<file path="src/rtl/lcd_tim_pkg.sv">
package lcd_tim_pkg;

  // Strobe levels for one pixel position, before polarity is applied.
  typedef struct packed {
    logic hs;
    logic vs;
    logic ld;
    logic de;
  } lcd_strobe_t;

  // Frame sync width in lines for the 2-bit width code; code 3 falls back to 1.
  function automatic int unsigned vs_lines(input logic [1:0] code);
    case (code)
      2'b01:   return 2;
      2'b10:   return 3;
      default: return 1;
    endcase
  endfunction

  // True when pos lies in [first, first+len).
  function automatic logic in_span(input int unsigned pos,
                                   input int unsigned first,
                                   input int unsigned len);
    return (pos >= first) && (pos < first + len);
  endfunction

endpackage

</file>
<file path="src/rtl/lcd_axis_ctr.sv">
module lcd_axis_ctr #(
  parameter int unsigned W = 10
) (
  input  logic         clk,
  input  logic         rst_n,
  input  logic         clr_i,
  input  logic         adv_i,
  input  logic [W-1:0] last_i,
  output logic [W-1:0] cnt_o,
  output logic         wrap_o
);

  // A count at or beyond the limit wraps, so a shortened limit never strands it.
  assign wrap_o = adv_i && (cnt_o >= last_i);

  always_ff @(posedge clk or negedge rst_n) begin
    if (!rst_n) begin
      cnt_o <= '0;
    end else if (clr_i || wrap_o) begin
      cnt_o <= '0;
    end else if (adv_i) begin
      cnt_o <= cnt_o + 1'b1;
    end
  end

  // a stopped axis sits at zero
  p_clr_zero_r2: assert property (@(posedge clk) disable iff (!rst_n)
    clr_i |=> (cnt_o == '0));

  // positions within a line or frame step by exactly one
  p_step_r3: assert property (@(posedge clk) disable iff (!rst_n)
    (!clr_i && adv_i && !wrap_o) |=> (cnt_o == $past(cnt_o) + 1'b1));

endmodule

</file>
<file path="src/rtl/lcd_sclk_gen.sv">
module lcd_sclk_gen (
  input  logic clk,
  input  logic rst_n,
  input  logic run_i,
  input  logic gate_i,
  input  logic valid_i,
  input  logic sclk_inv_i,
  output logic upd_o,
  output logic tick_o,
  output logic phase_o,
  output logic sclk_raw_o,
  output logic sclk_o
);

  logic inv_q;

  // upd_o: edge that starts a pixel; tick_o: edge that ends it.
  assign upd_o  = run_i && !phase_o;
  assign tick_o = run_i && phase_o;

  always_ff @(posedge clk or negedge rst_n) begin
    if (!rst_n) begin
      phase_o    <= 1'b0;
      sclk_raw_o <= 1'b0;
      inv_q      <= 1'b0;
    end else begin
      inv_q <= sclk_inv_i;
      if (!run_i) begin
        phase_o    <= 1'b0;
        sclk_raw_o <= 1'b0;
      end else begin
        phase_o    <= !phase_o;
        sclk_raw_o <= !phase_o && (!gate_i || valid_i);
      end
    end
  end

  assign sclk_o = sclk_raw_o ^ inv_q;

  // ungated shift clock alternates every cycle while running
  p_free_toggle_r7: assert property (@(posedge clk) disable iff (!rst_n)
    (run_i && !gate_i) ##1 (run_i && !gate_i) |-> (sclk_raw_o != $past(sclk_raw_o)));

  // second half of each pixel is always idle
  p_low_half_r9: assert property (@(posedge clk) disable iff (!rst_n)
    tick_o |=> !sclk_raw_o);

endmodule

</file>
<file path="src/rtl/lcd_out_stage.sv">
module lcd_out_stage
  import lcd_tim_pkg::*;
#(
  parameter int unsigned DW = 24
) (
  input  logic        clk,
  input  logic        rst_n,
  input  logic        run_i,
  input  logic        upd_i,
  input  lcd_strobe_t st_i,
  input  logic        line_start_i,
  input  logic        lfr_sel_i,
  input  logic        blank_i,
  input  logic        hs_inv_i,
  input  logic        vs_inv_i,
  input  logic        ld_inv_i,
  input  logic [DW-1:0] pix_i,
  output logic        hs_o,
  output logic        vs_o,
  output logic        ld_o,
  output logic        lfr_o,
  output logic        de_o,
  output logic [DW-1:0] data_o
);

  always_ff @(posedge clk or negedge rst_n) begin
    if (!rst_n) begin
      hs_o   <= 1'b0;
      vs_o   <= 1'b0;
      ld_o   <= 1'b0;
      lfr_o  <= 1'b0;
      de_o   <= 1'b0;
      data_o <= '0;
    end else if (!run_i) begin
      hs_o   <= hs_inv_i;
      vs_o   <= vs_inv_i;
      ld_o   <= ld_inv_i;
      lfr_o  <= 1'b0;
      de_o   <= 1'b0;
      data_o <= '0;
    end else if (upd_i) begin
      hs_o   <= st_i.hs ^ hs_inv_i;
      vs_o   <= st_i.vs ^ vs_inv_i;
      ld_o   <= st_i.ld ^ ld_inv_i;
      de_o   <= st_i.de;
      data_o <= (st_i.de && !blank_i) ? pix_i : '0;
      if (lfr_sel_i || line_start_i) begin
        lfr_o <= !lfr_o;
      end
    end
  end

  // stopped outputs rest at the inactive level of their polarity
  p_stop_quiet_r1: assert property (@(posedge clk) disable iff (!rst_n)
    !run_i |=> (data_o == '0 && !lfr_o && hs_o == $past(hs_inv_i)
                && vs_o == $past(vs_inv_i) && ld_o == $past(ld_inv_i)));

  // pixels outside the valid window carry zero data
  p_data_gate_r5: assert property (@(posedge clk) disable iff (!rst_n)
    (upd_i && !st_i.de) |=> (data_o == '0));

  // blanking zeroes the bus
  p_blank_r6: assert property (@(posedge clk) disable iff (!rst_n)
    (upd_i && blank_i) |=> (data_o == '0));

  // per-line toggle holds between line starts
  p_lfr_line_r12: assert property (@(posedge clk) disable iff (!rst_n)
    (upd_i && !lfr_sel_i && !line_start_i) |=> $stable(lfr_o));

  // nothing moves on the edge that closes a pixel
  p_hold_r13: assert property (@(posedge clk) disable iff (!rst_n)
    (run_i && !upd_i) |=> ($stable(hs_o) && $stable(vs_o) && $stable(ld_o)
                           && $stable(lfr_o) && $stable(data_o)));

endmodule

</file>
<file path="src/rtl/lcd_raster_timer.sv">
module lcd_raster_timer
  import lcd_tim_pkg::*;
#(
  parameter int unsigned DATA_W   = 24,
  parameter int unsigned H_SYNC   = 16,
  parameter int unsigned H_BACK   = 40,
  parameter int unsigned H_ACT    = 480,
  parameter int unsigned H_FRONT  = 16,
  parameter int unsigned V_BACK   = 8,
  parameter int unsigned V_ACT    = 272,
  parameter int unsigned V_FRONT  = 4,
  parameter int unsigned LD_WIDTH = 8
) (
  input  logic              clk,
  input  logic              rst_n,
  input  logic              run_i,
  input  logic              sclk_gate_i,
  input  logic              stn_i,
  input  logic              sclk_inv_i,
  input  logic              hs_inv_i,
  input  logic              vs_inv_i,
  input  logic              ld_inv_i,
  input  logic [1:0]        vs_width_i,
  input  logic              blank_i,
  input  logic              ld_mode_i,
  input  logic              lfr_sel_i,
  input  logic [DATA_W-1:0] pix_i,
  output logic              sclk_o,
  output logic              hs_o,
  output logic              vs_o,
  output logic              ld_o,
  output logic              lfr_o,
  output logic [DATA_W-1:0] data_o
);

  localparam int unsigned H_TOT     = H_SYNC + H_BACK + H_ACT + H_FRONT;
  localparam int unsigned H_ACT_AT  = H_SYNC + H_BACK;
  localparam int unsigned V_FIXED   = V_BACK + V_ACT + V_FRONT;
  localparam int unsigned V_TOT_MAX = 3 + V_FIXED;
  localparam int unsigned H_W       = $clog2(H_TOT);
  localparam int unsigned V_W       = $clog2(V_TOT_MAX);

  logic [H_W-1:0] h_cnt;
  logic [V_W-1:0] v_cnt;
  logic [V_W-1:0] v_last;
  logic           h_wrap;
  logic           v_wrap;
  logic           upd;
  logic           tick;
  logic           phase;
  logic           sclk_raw;
  logic           gate_eff;
  logic           de_q;
  logic           line_start;
  int unsigned    vs_len;
  lcd_strobe_t    st;

  assign gate_eff   = sclk_gate_i || stn_i;
  assign vs_len     = vs_lines(vs_width_i);
  assign v_last     = V_W'(vs_len + V_FIXED - 1);
  assign line_start = (h_cnt == '0);

  lcd_axis_ctr #(.W(H_W)) u_hctr (
    .clk    (clk),
    .rst_n  (rst_n),
    .clr_i  (!run_i),
    .adv_i  (tick),
    .last_i (H_W'(H_TOT - 1)),
    .cnt_o  (h_cnt),
    .wrap_o (h_wrap)
  );

  lcd_axis_ctr #(.W(V_W)) u_vctr (
    .clk    (clk),
    .rst_n  (rst_n),
    .clr_i  (!run_i),
    .adv_i  (h_wrap),
    .last_i (v_last),
    .cnt_o  (v_cnt),
    .wrap_o (v_wrap)
  );

  // Strobe levels for the position the counters hold now.
  always_comb begin
    st.hs = in_span(32'(h_cnt), 0, H_SYNC);
    st.vs = in_span(32'(v_cnt), 0, vs_len);
    st.de = in_span(32'(h_cnt), H_ACT_AT, H_ACT)
         && in_span(32'(v_cnt), vs_len + V_BACK, V_ACT);
    st.ld = ld_mode_i ? st.de : in_span(32'(h_cnt), 0, LD_WIDTH);
  end

  lcd_sclk_gen u_sclk (
    .clk        (clk),
    .rst_n      (rst_n),
    .run_i      (run_i),
    .gate_i     (gate_eff),
    .valid_i    (st.de),
    .sclk_inv_i (sclk_inv_i),
    .upd_o      (upd),
    .tick_o     (tick),
    .phase_o    (phase),
    .sclk_raw_o (sclk_raw),
    .sclk_o     (sclk_o)
  );

  lcd_out_stage #(.DW(DATA_W)) u_out (
    .clk          (clk),
    .rst_n        (rst_n),
    .run_i        (run_i),
    .upd_i        (upd),
    .st_i         (st),
    .line_start_i (line_start),
    .lfr_sel_i    (lfr_sel_i),
    .blank_i      (blank_i),
    .hs_inv_i     (hs_inv_i),
    .vs_inv_i     (vs_inv_i),
    .ld_inv_i     (ld_inv_i),
    .pix_i        (pix_i),
    .hs_o         (hs_o),
    .vs_o         (vs_o),
    .ld_o         (ld_o),
    .lfr_o        (lfr_o),
    .de_o         (de_q),
    .data_o       (data_o)
  );

  // a gated shift clock never pulses in a pixel without valid data
  p_gate_idle_r8: assert property (@(posedge clk) disable iff (!rst_n)
    (run_i && gate_eff) |=> (!sclk_raw || de_q));

  // counters advance only at the close of a pixel
  p_pixel_pace_r2: assert property (@(posedge clk) disable iff (!rst_n)
    (run_i && !phase) |=> $stable(h_cnt));

  // the frame counter leaves its last line only by returning to zero
  p_frame_wrap_r4: assert property (@(posedge clk) disable iff (!rst_n)
    (run_i && v_wrap) |=> (v_cnt == '0));

endmodule

</file>
<file path="config.mk">
export PLATFORM = sky130hd
export DESIGN_NAME = lcd_raster_timer
export DESIGN_NICKNAME = d
export VERILOG_FILES = /design/src/rtl/lcd_tim_pkg.sv /design/src/rtl/lcd_axis_ctr.sv /design/src/rtl/lcd_sclk_gen.sv /design/src/rtl/lcd_out_stage.sv /design/src/rtl/lcd_raster_timer.sv
export SDC_FILE = /design/constraint.sdc
export NUM_CORES = 1
export LEC_CHECK = 0
export ABC_AREA = 0
export BUFFER_PORTS_ARGS = -buffer_cell sky130_fd_sc_hd__buf_2
export CAP_MARGIN = 20
export CORE_MARGIN = 5
export CORE_UTILIZATION = 53
export CTS_CLUSTER_SIZE = 14
export DETAILED_ROUTE_END_ITERATION = 7
export PLACE_DENSITY = 0.92
export SLEW_MARGIN = 5
export SYNTH_ARGS = -nofsm -noshare
export SYNTH_HDL_FRONTEND = slang
export SYNTH_SLANG_ARGS = --single-unit
</file>
<file path="constraint.sdc">
create_clock -name clk -period 2.8 [get_ports clk]
set_input_delay 0.42 -clock clk [delete_from_list [all_inputs] [get_ports clk]]
set_output_delay 0.42 -clock clk [all_outputs]
set_load 0.03 [all_outputs]
</file>
# Word level (Yosys, flattened, before mapping)
# Cells that the tools add are included.
# Widths: inputs -> output; s select.
# op_classes
add_sub_neg,6
order_cmp,9
n_eq_ne,4
muxes,20
bitwise,4
n_reduce_logical,23
# op_table
operator,n
$mux 24,3
$lt 9x32->1,1
$mux 10,2
$mux 9,2
$mux 1,12
$add 10x1->10 const B,1
$add 5x9->10 const B,1
$ge 10x10->1 const B,1
$ge 10x6->1 const B,1
$logic_not 10->1,1
$lt 10x10->1 const B,1
$lt 10x4->1 const B,1
$lt 10x5->1 const B,1
$lt 9x10->1,1
$add 2x9->9 const B,1
$add 9x1->9 const B,1
$ge 9x5->1,1
$ge 9x9->1,1
$logic_and 1x1->1,9
$sub 9x1->9 const B,1
$add 2x4->5 const B,1
$logic_not 1->1,5
$logic_or 1x1->1,5
$ne 2x1->1 const B,2
6 further kinds,10
# totals
register_bits,50
input_bits,38
out_inout_bits,29
wordCells,76

# Longest topological paths before layout
# depth
depth_word,11
depth_mapped,11
mapped_depth_nobuf,9

# Modules after synthesis
# A second synthesis with hierarchy kept.
# hier_totals
hier_cells,344
hier_area_um2,3487.1
# modules_own_cells
mod,instances,cells_each,area_each_um2,seq_area_each_um2
lcd_out_stage,1,134,1590.3,725.7
lcd_axis_ctr at u_hctr,1,86,797.0,250.2
lcd_axis_ctr at u_vctr,1,79,689.4,225.2
lcd_raster_timer,1,37,291.5,0.0
lcd_sclk_gen,1,8,118.9,75.1

# Worst setup path after synthesis
# No wires, ideal clock.
# synth_path
kind,input to register
start,input vs_width_i[0]
end,register u_out.data_o[0]
setup_time_ps,121
arrival_ps,2110
t_required_ps,2679
setup_slack_ps,569
stages,10
n_path_buf,2
path_cell_list,inv_1 > ha_1 > ha_1 > nand2b_1 > a2111oi_4 > a221oi_2 > and3_1 > buf_6 > buf_8 > a22o_1
# synth_between
elab_chain_cells,11
elab_cells_between_ends,13
cone_classes,add/sub: 2; order compare: 2; eq/ne: 2; mux: 4; reduce/logical: 3
# synth_rtl
item,line_no,rtl
start: declaration,lcd_raster_timer.sv:23,"input logic [1:0] vs_width_i,"
$eq 2x2->1 or $eq 2x1->1 (tied branches),lcd_tim_pkg.sv:13,case (code)
$pmux 2 s2 *,lcd_tim_pkg.sv:13,
$add 2x4->5 *,lcd_raster_timer.sv:88,"&& in_span(32'(v_cnt), vs_len + V_BACK, V_ACT);"
$add 5x9->10,lcd_tim_pkg.sv:24,return (pos >= first) && (pos < first + len);
$lt 9x10->1,lcd_tim_pkg.sv:24,
$logic_and 1x1->1 *,lcd_tim_pkg.sv:24,
$logic_and 1x1->1 *,lcd_raster_timer.sv:88,
$logic_and 1x1->1 *,lcd_out_stage.sv:46,data_o <= (st_i.de && !blank_i) ? pix_i : '0;
$mux 24 *,lcd_out_stage.sv:46,
$mux 24 *,lcd_out_stage.sv:41,end else if (upd_i) begin
$mux 24 *,lcd_out_stage.sv:34,end else if (!run_i) begin
end signal: assignment,lcd_out_stage.sv:46,
end: declaration,lcd_out_stage.sv:23,output logic [DW-1:0] data_o
# Every way passes the cells marked *; elsewhere a longest branch is shown, timed or not. The select of a mux whose other input is x is not followed.
# A chain may end at the register's enable or synchronous reset.

# Final worst setup path
# layout_path
start,input vs_width_i[0]
end,register u_out.data_o[8]
# The elaborated chain is that of the path after synthesis.

==> impl_metrics.py <==
metrics = {
    "finish": {
        "layoutNonFillerInstCount": 373,
        "num_antenna_cells": 0,
        "fin_nets": 353,
        "largest_registers": "u_out.data_o x24, u_hctr.cnt_o x10, u_vctr.cnt_o x9",
        "area_growth_pct": 18.51,
        "drive_gt1_share_pct": 28.43,
        "largest_reg_flops": 24,
        "largest_register": "u_out.data_o",
    },
    "synth": {
        "synth_top_area_cell": "dfrtp_1",
        "synth_flop_cell": "dfrtp_1",
        "yosys.area.top_type_share_pct": 48.45,
        "yosys_register_bits": 50,
        "synth.most_common_cell": "dfrtp_1",
        "syn_inst": 242,
        "synth_area_um2": 2582,
        "async_flop_share_pct": 100.0,
        "yosysUniqueCellTypes": 51,
        "yosysWarnings": 0,
        "ys_top_cells_by_count": "dfrtp_1 (50), a22o_1 (26), nor2_1 (16)",
        "ys_seq_area_share_pct": 48.45,
        "synth.avg_cell_area_um2": 10.67,
        "syn_nets": 290,
        "yosys-top-cells-area": "dfrtp_1 (48%), a22o_1 (8.8%), ha_1 (4.8%)",
        "synth-edff-count": 0,
    },
    "floorplan": {
        "dieArea_um2": 6369,
        "fp.coreArea_um2": 4723,
        "die_y_um": 79.81,
        "die_x_um": 79.81,
        "rows": 25,
        "io_pins": 67,
        "start_util_pct": 54.68,
    },
    "clock_tree": {
        "cts_tree": "yes",
        "cts.clk_slew.worst_paths_ns": 0.09,
        "post_cts_buffers": 0,
        "hold_buffers": 0,
        "cts.repair.resized": 0,
        "clockBufferDepth": 2,
        "clock_sinks": 50,
        "htree_levels": 2,
        "cts_root_buf": "clkbuf_8",
        "cts_buffers": 5,
        "clock_latency_ns": 0.31,
    },
    "place": {
        "portBuffers": 66,
        "dp_cells": 365,
        "place_congestion": 0.8788,
        "place.detailed.hpwl_mm": 4.262,
    },
    "timing": {
        "fin_skew_ns": 0.008039,
        "fin_crit_sh_pct": 78.63,
        "fin_crit_ns": 2.202,
        "fin_tns_setup_ns": 0,
        "tightest_slew_ns": 0.8747,
        "fmax_mhz": 454.2,
        "maxSlewViolCount": 0,
        "rsz0062_at_grt": "false",
        "whs_ns": 0.06777,
        "slew_headroom_pct": 41.68,
        "hold_violations": 0,
        "setup_viol": 0,
    },
    "power_and_ir_drop": {
        "static-leakage-power_nw": 1.551,
        "vdd_drop_max_v": 0.0003854,
        "p_per_area_nw_per_um2": 477.3,
    },
    "grt": {
        "grt_pass1_vias": 2062,
        "grt_antenna_before_repair": 0,
        "grt_pass1_wl_mm": 9.998,
        "grt_usage_pct": 20.16,
        "grt-ovfl-total": 0,
        "grt_start_max_net_pins": 30,
    },
    "critical_path": {
        "worstPathMaxFanout": 24,
        "cp_cell_sequence": "buf_2, inv_1, ha_1, ha_1, a21boi_0, o31ai_1, a221oi_2, and3_1, buf_4, a22o_1",
        "critPathKind": "in -> reg",
        "crit_slowest_cell": "a221oi_2",
        "rrSetupSlack_ns": 0.64,
        "arrival_ns": 2.44,
        "required_ns": 3.04,
        "cp-end-kind": "flip-flop",
        "crit_path_start_kind": "input port",
        "max_stage_delay_ns": 0.36,
        "cpMostUsedCell": "ha_1",
    },
    "routing": {
        "vias": 2182,
        "wl_mm": 6.098,
        "routed_via_density": 5.850,
        "post-route-drc-count": 0,
        "routedWlPerCell_um": 16.35,
        "antenna_left": 0,
        "firstDrtPassIters": 5,
        "first_iter_violations": 113,
    },
    "worst_hold_path": {
        "holdCritPathClass": "in -> async",
    },
    "flow_run": {
        "drv_cap": 0,
    },
    "run_status": {
        "status": "finished clean",
    },
}
[power breakdown]
part           switching (W)  internal, W
Sequential         0.0000209     0.000740
Clock               0.000246     0.000268
Combinational       0.000111    0.0000743
Total               0.000378      0.00108
[critical path: cells and delay by family]
kind	cells	cell delay [ns]
buffers and inverters	3	0.39
AO/OA/AOI/OAI	4	0.85
AND/OR/NAND/NOR	1	0.20
adder cells (fa/ha/maj)	2	0.58
[cell families (layout without fill, tap and decap cells)]
logic type                 count (synthesis)  count (layout)  synth area share, %
buffers and inverters                     27              91                5.087
AOI/OAI and AO/OA                         73              73                23.01
adders and majority gates                 10              10                4.845
DFF                                       50              50                48.45
and+or+nand+nor                           73              73                15.46
xor gates and xnor gates                   8               8                2.713
muxes                                      1               1               0.4360
[through the flow]
step | setup slack [ns] | power, W | area (um^2) | util (%)
3_5_place_dp | 0.2829 | 0.0009596 | 2948 | 62.41
2_1_floorplan | 0.5693 | 0.0008834 | 2582 | -
4_1_cts | 0.5989 | 0.001475 | 3060 | 64.79
5_1_grt | 0.3965 | 0.001533 | 3060 | 64.79
3_3_place_gp | 0.3382 | 0.0009560 | 2948 | 62.41
6_report | 0.5984 | 0.001461 | 3060 | 64.79
[cell type report]
cell class	instances	area (um^2)
Multi-Input combinational cell	165	1200
Clock buffer	5	68.82
Tap cell	67	83.83
Timing Repair Buffer	71	367.9
Sequential cell	50	1251
Clock inverter	3	43.79
Fill cell	379	1663
Inverter	12	45.04
[worst paths after layout]
| path | start | endpoint | depth (start not counted) |
|---|---|---|---|
| max | vs_width_i[0] | u_out.data_o[8] | 10 |
| min | rst_n | u_hctr.cnt_o[9] | 1 |
| max reg2reg | u_hctr.cnt_o[8] | u_vctr.cnt_o[4] | 6 |
| min reg2reg | u_out.data_o[12] | u_out.data_o[12] | 1 |
| max in group asynchronous | rst_n | u_out.data_o[5] | 2 |
| min in group clk | sclk_inv_i | u_sclk.inv_q | 1 |
[placed cells by master (no fill, tap or decap), types with 3 or more instances in the layout]
| cell | count |
|---|---|
| buf_2 | 66 |
| o22ai_1 | 3 |
| nand4_1 | 4 |
| clkbuf_8 | 5 |
| nand2b_1 | 3 |
| a32o_1 | 4 |
| o21ai_0 | 7 |
| buf_4 | 5 |
| nand3_1 | 6 |
| a21oi_1 | 6 |
| ha_1 | 10 |
| nor2_1 | 16 |
| xnor2_1 | 3 |
| xor2_1 | 5 |
| dfrtp_1 | 50 |
| nor4_1 | 3 |
| nor3_1 | 4 |
| inv_1 | 12 |
| nor2b_1 | 6 |
| o31ai_1 | 5 |
| and3_1 | 6 |
| and2_1 | 6 |
| nand2_1 | 9 |
| a22o_1 | 26 |
[layer usage]
layer | vias to the layer above | wire [um] | global-route usage, %
met5 | - | 0 | 0
met4 | 0 | 121 | 6.588
met3 | 11 | 642 | 6.772
met2 | 105 | 2656 | 29.88
met1 | 1044 | 2678 | 27.76
li1 | 1022 | - | -
(Power assumes the default switching activity.)
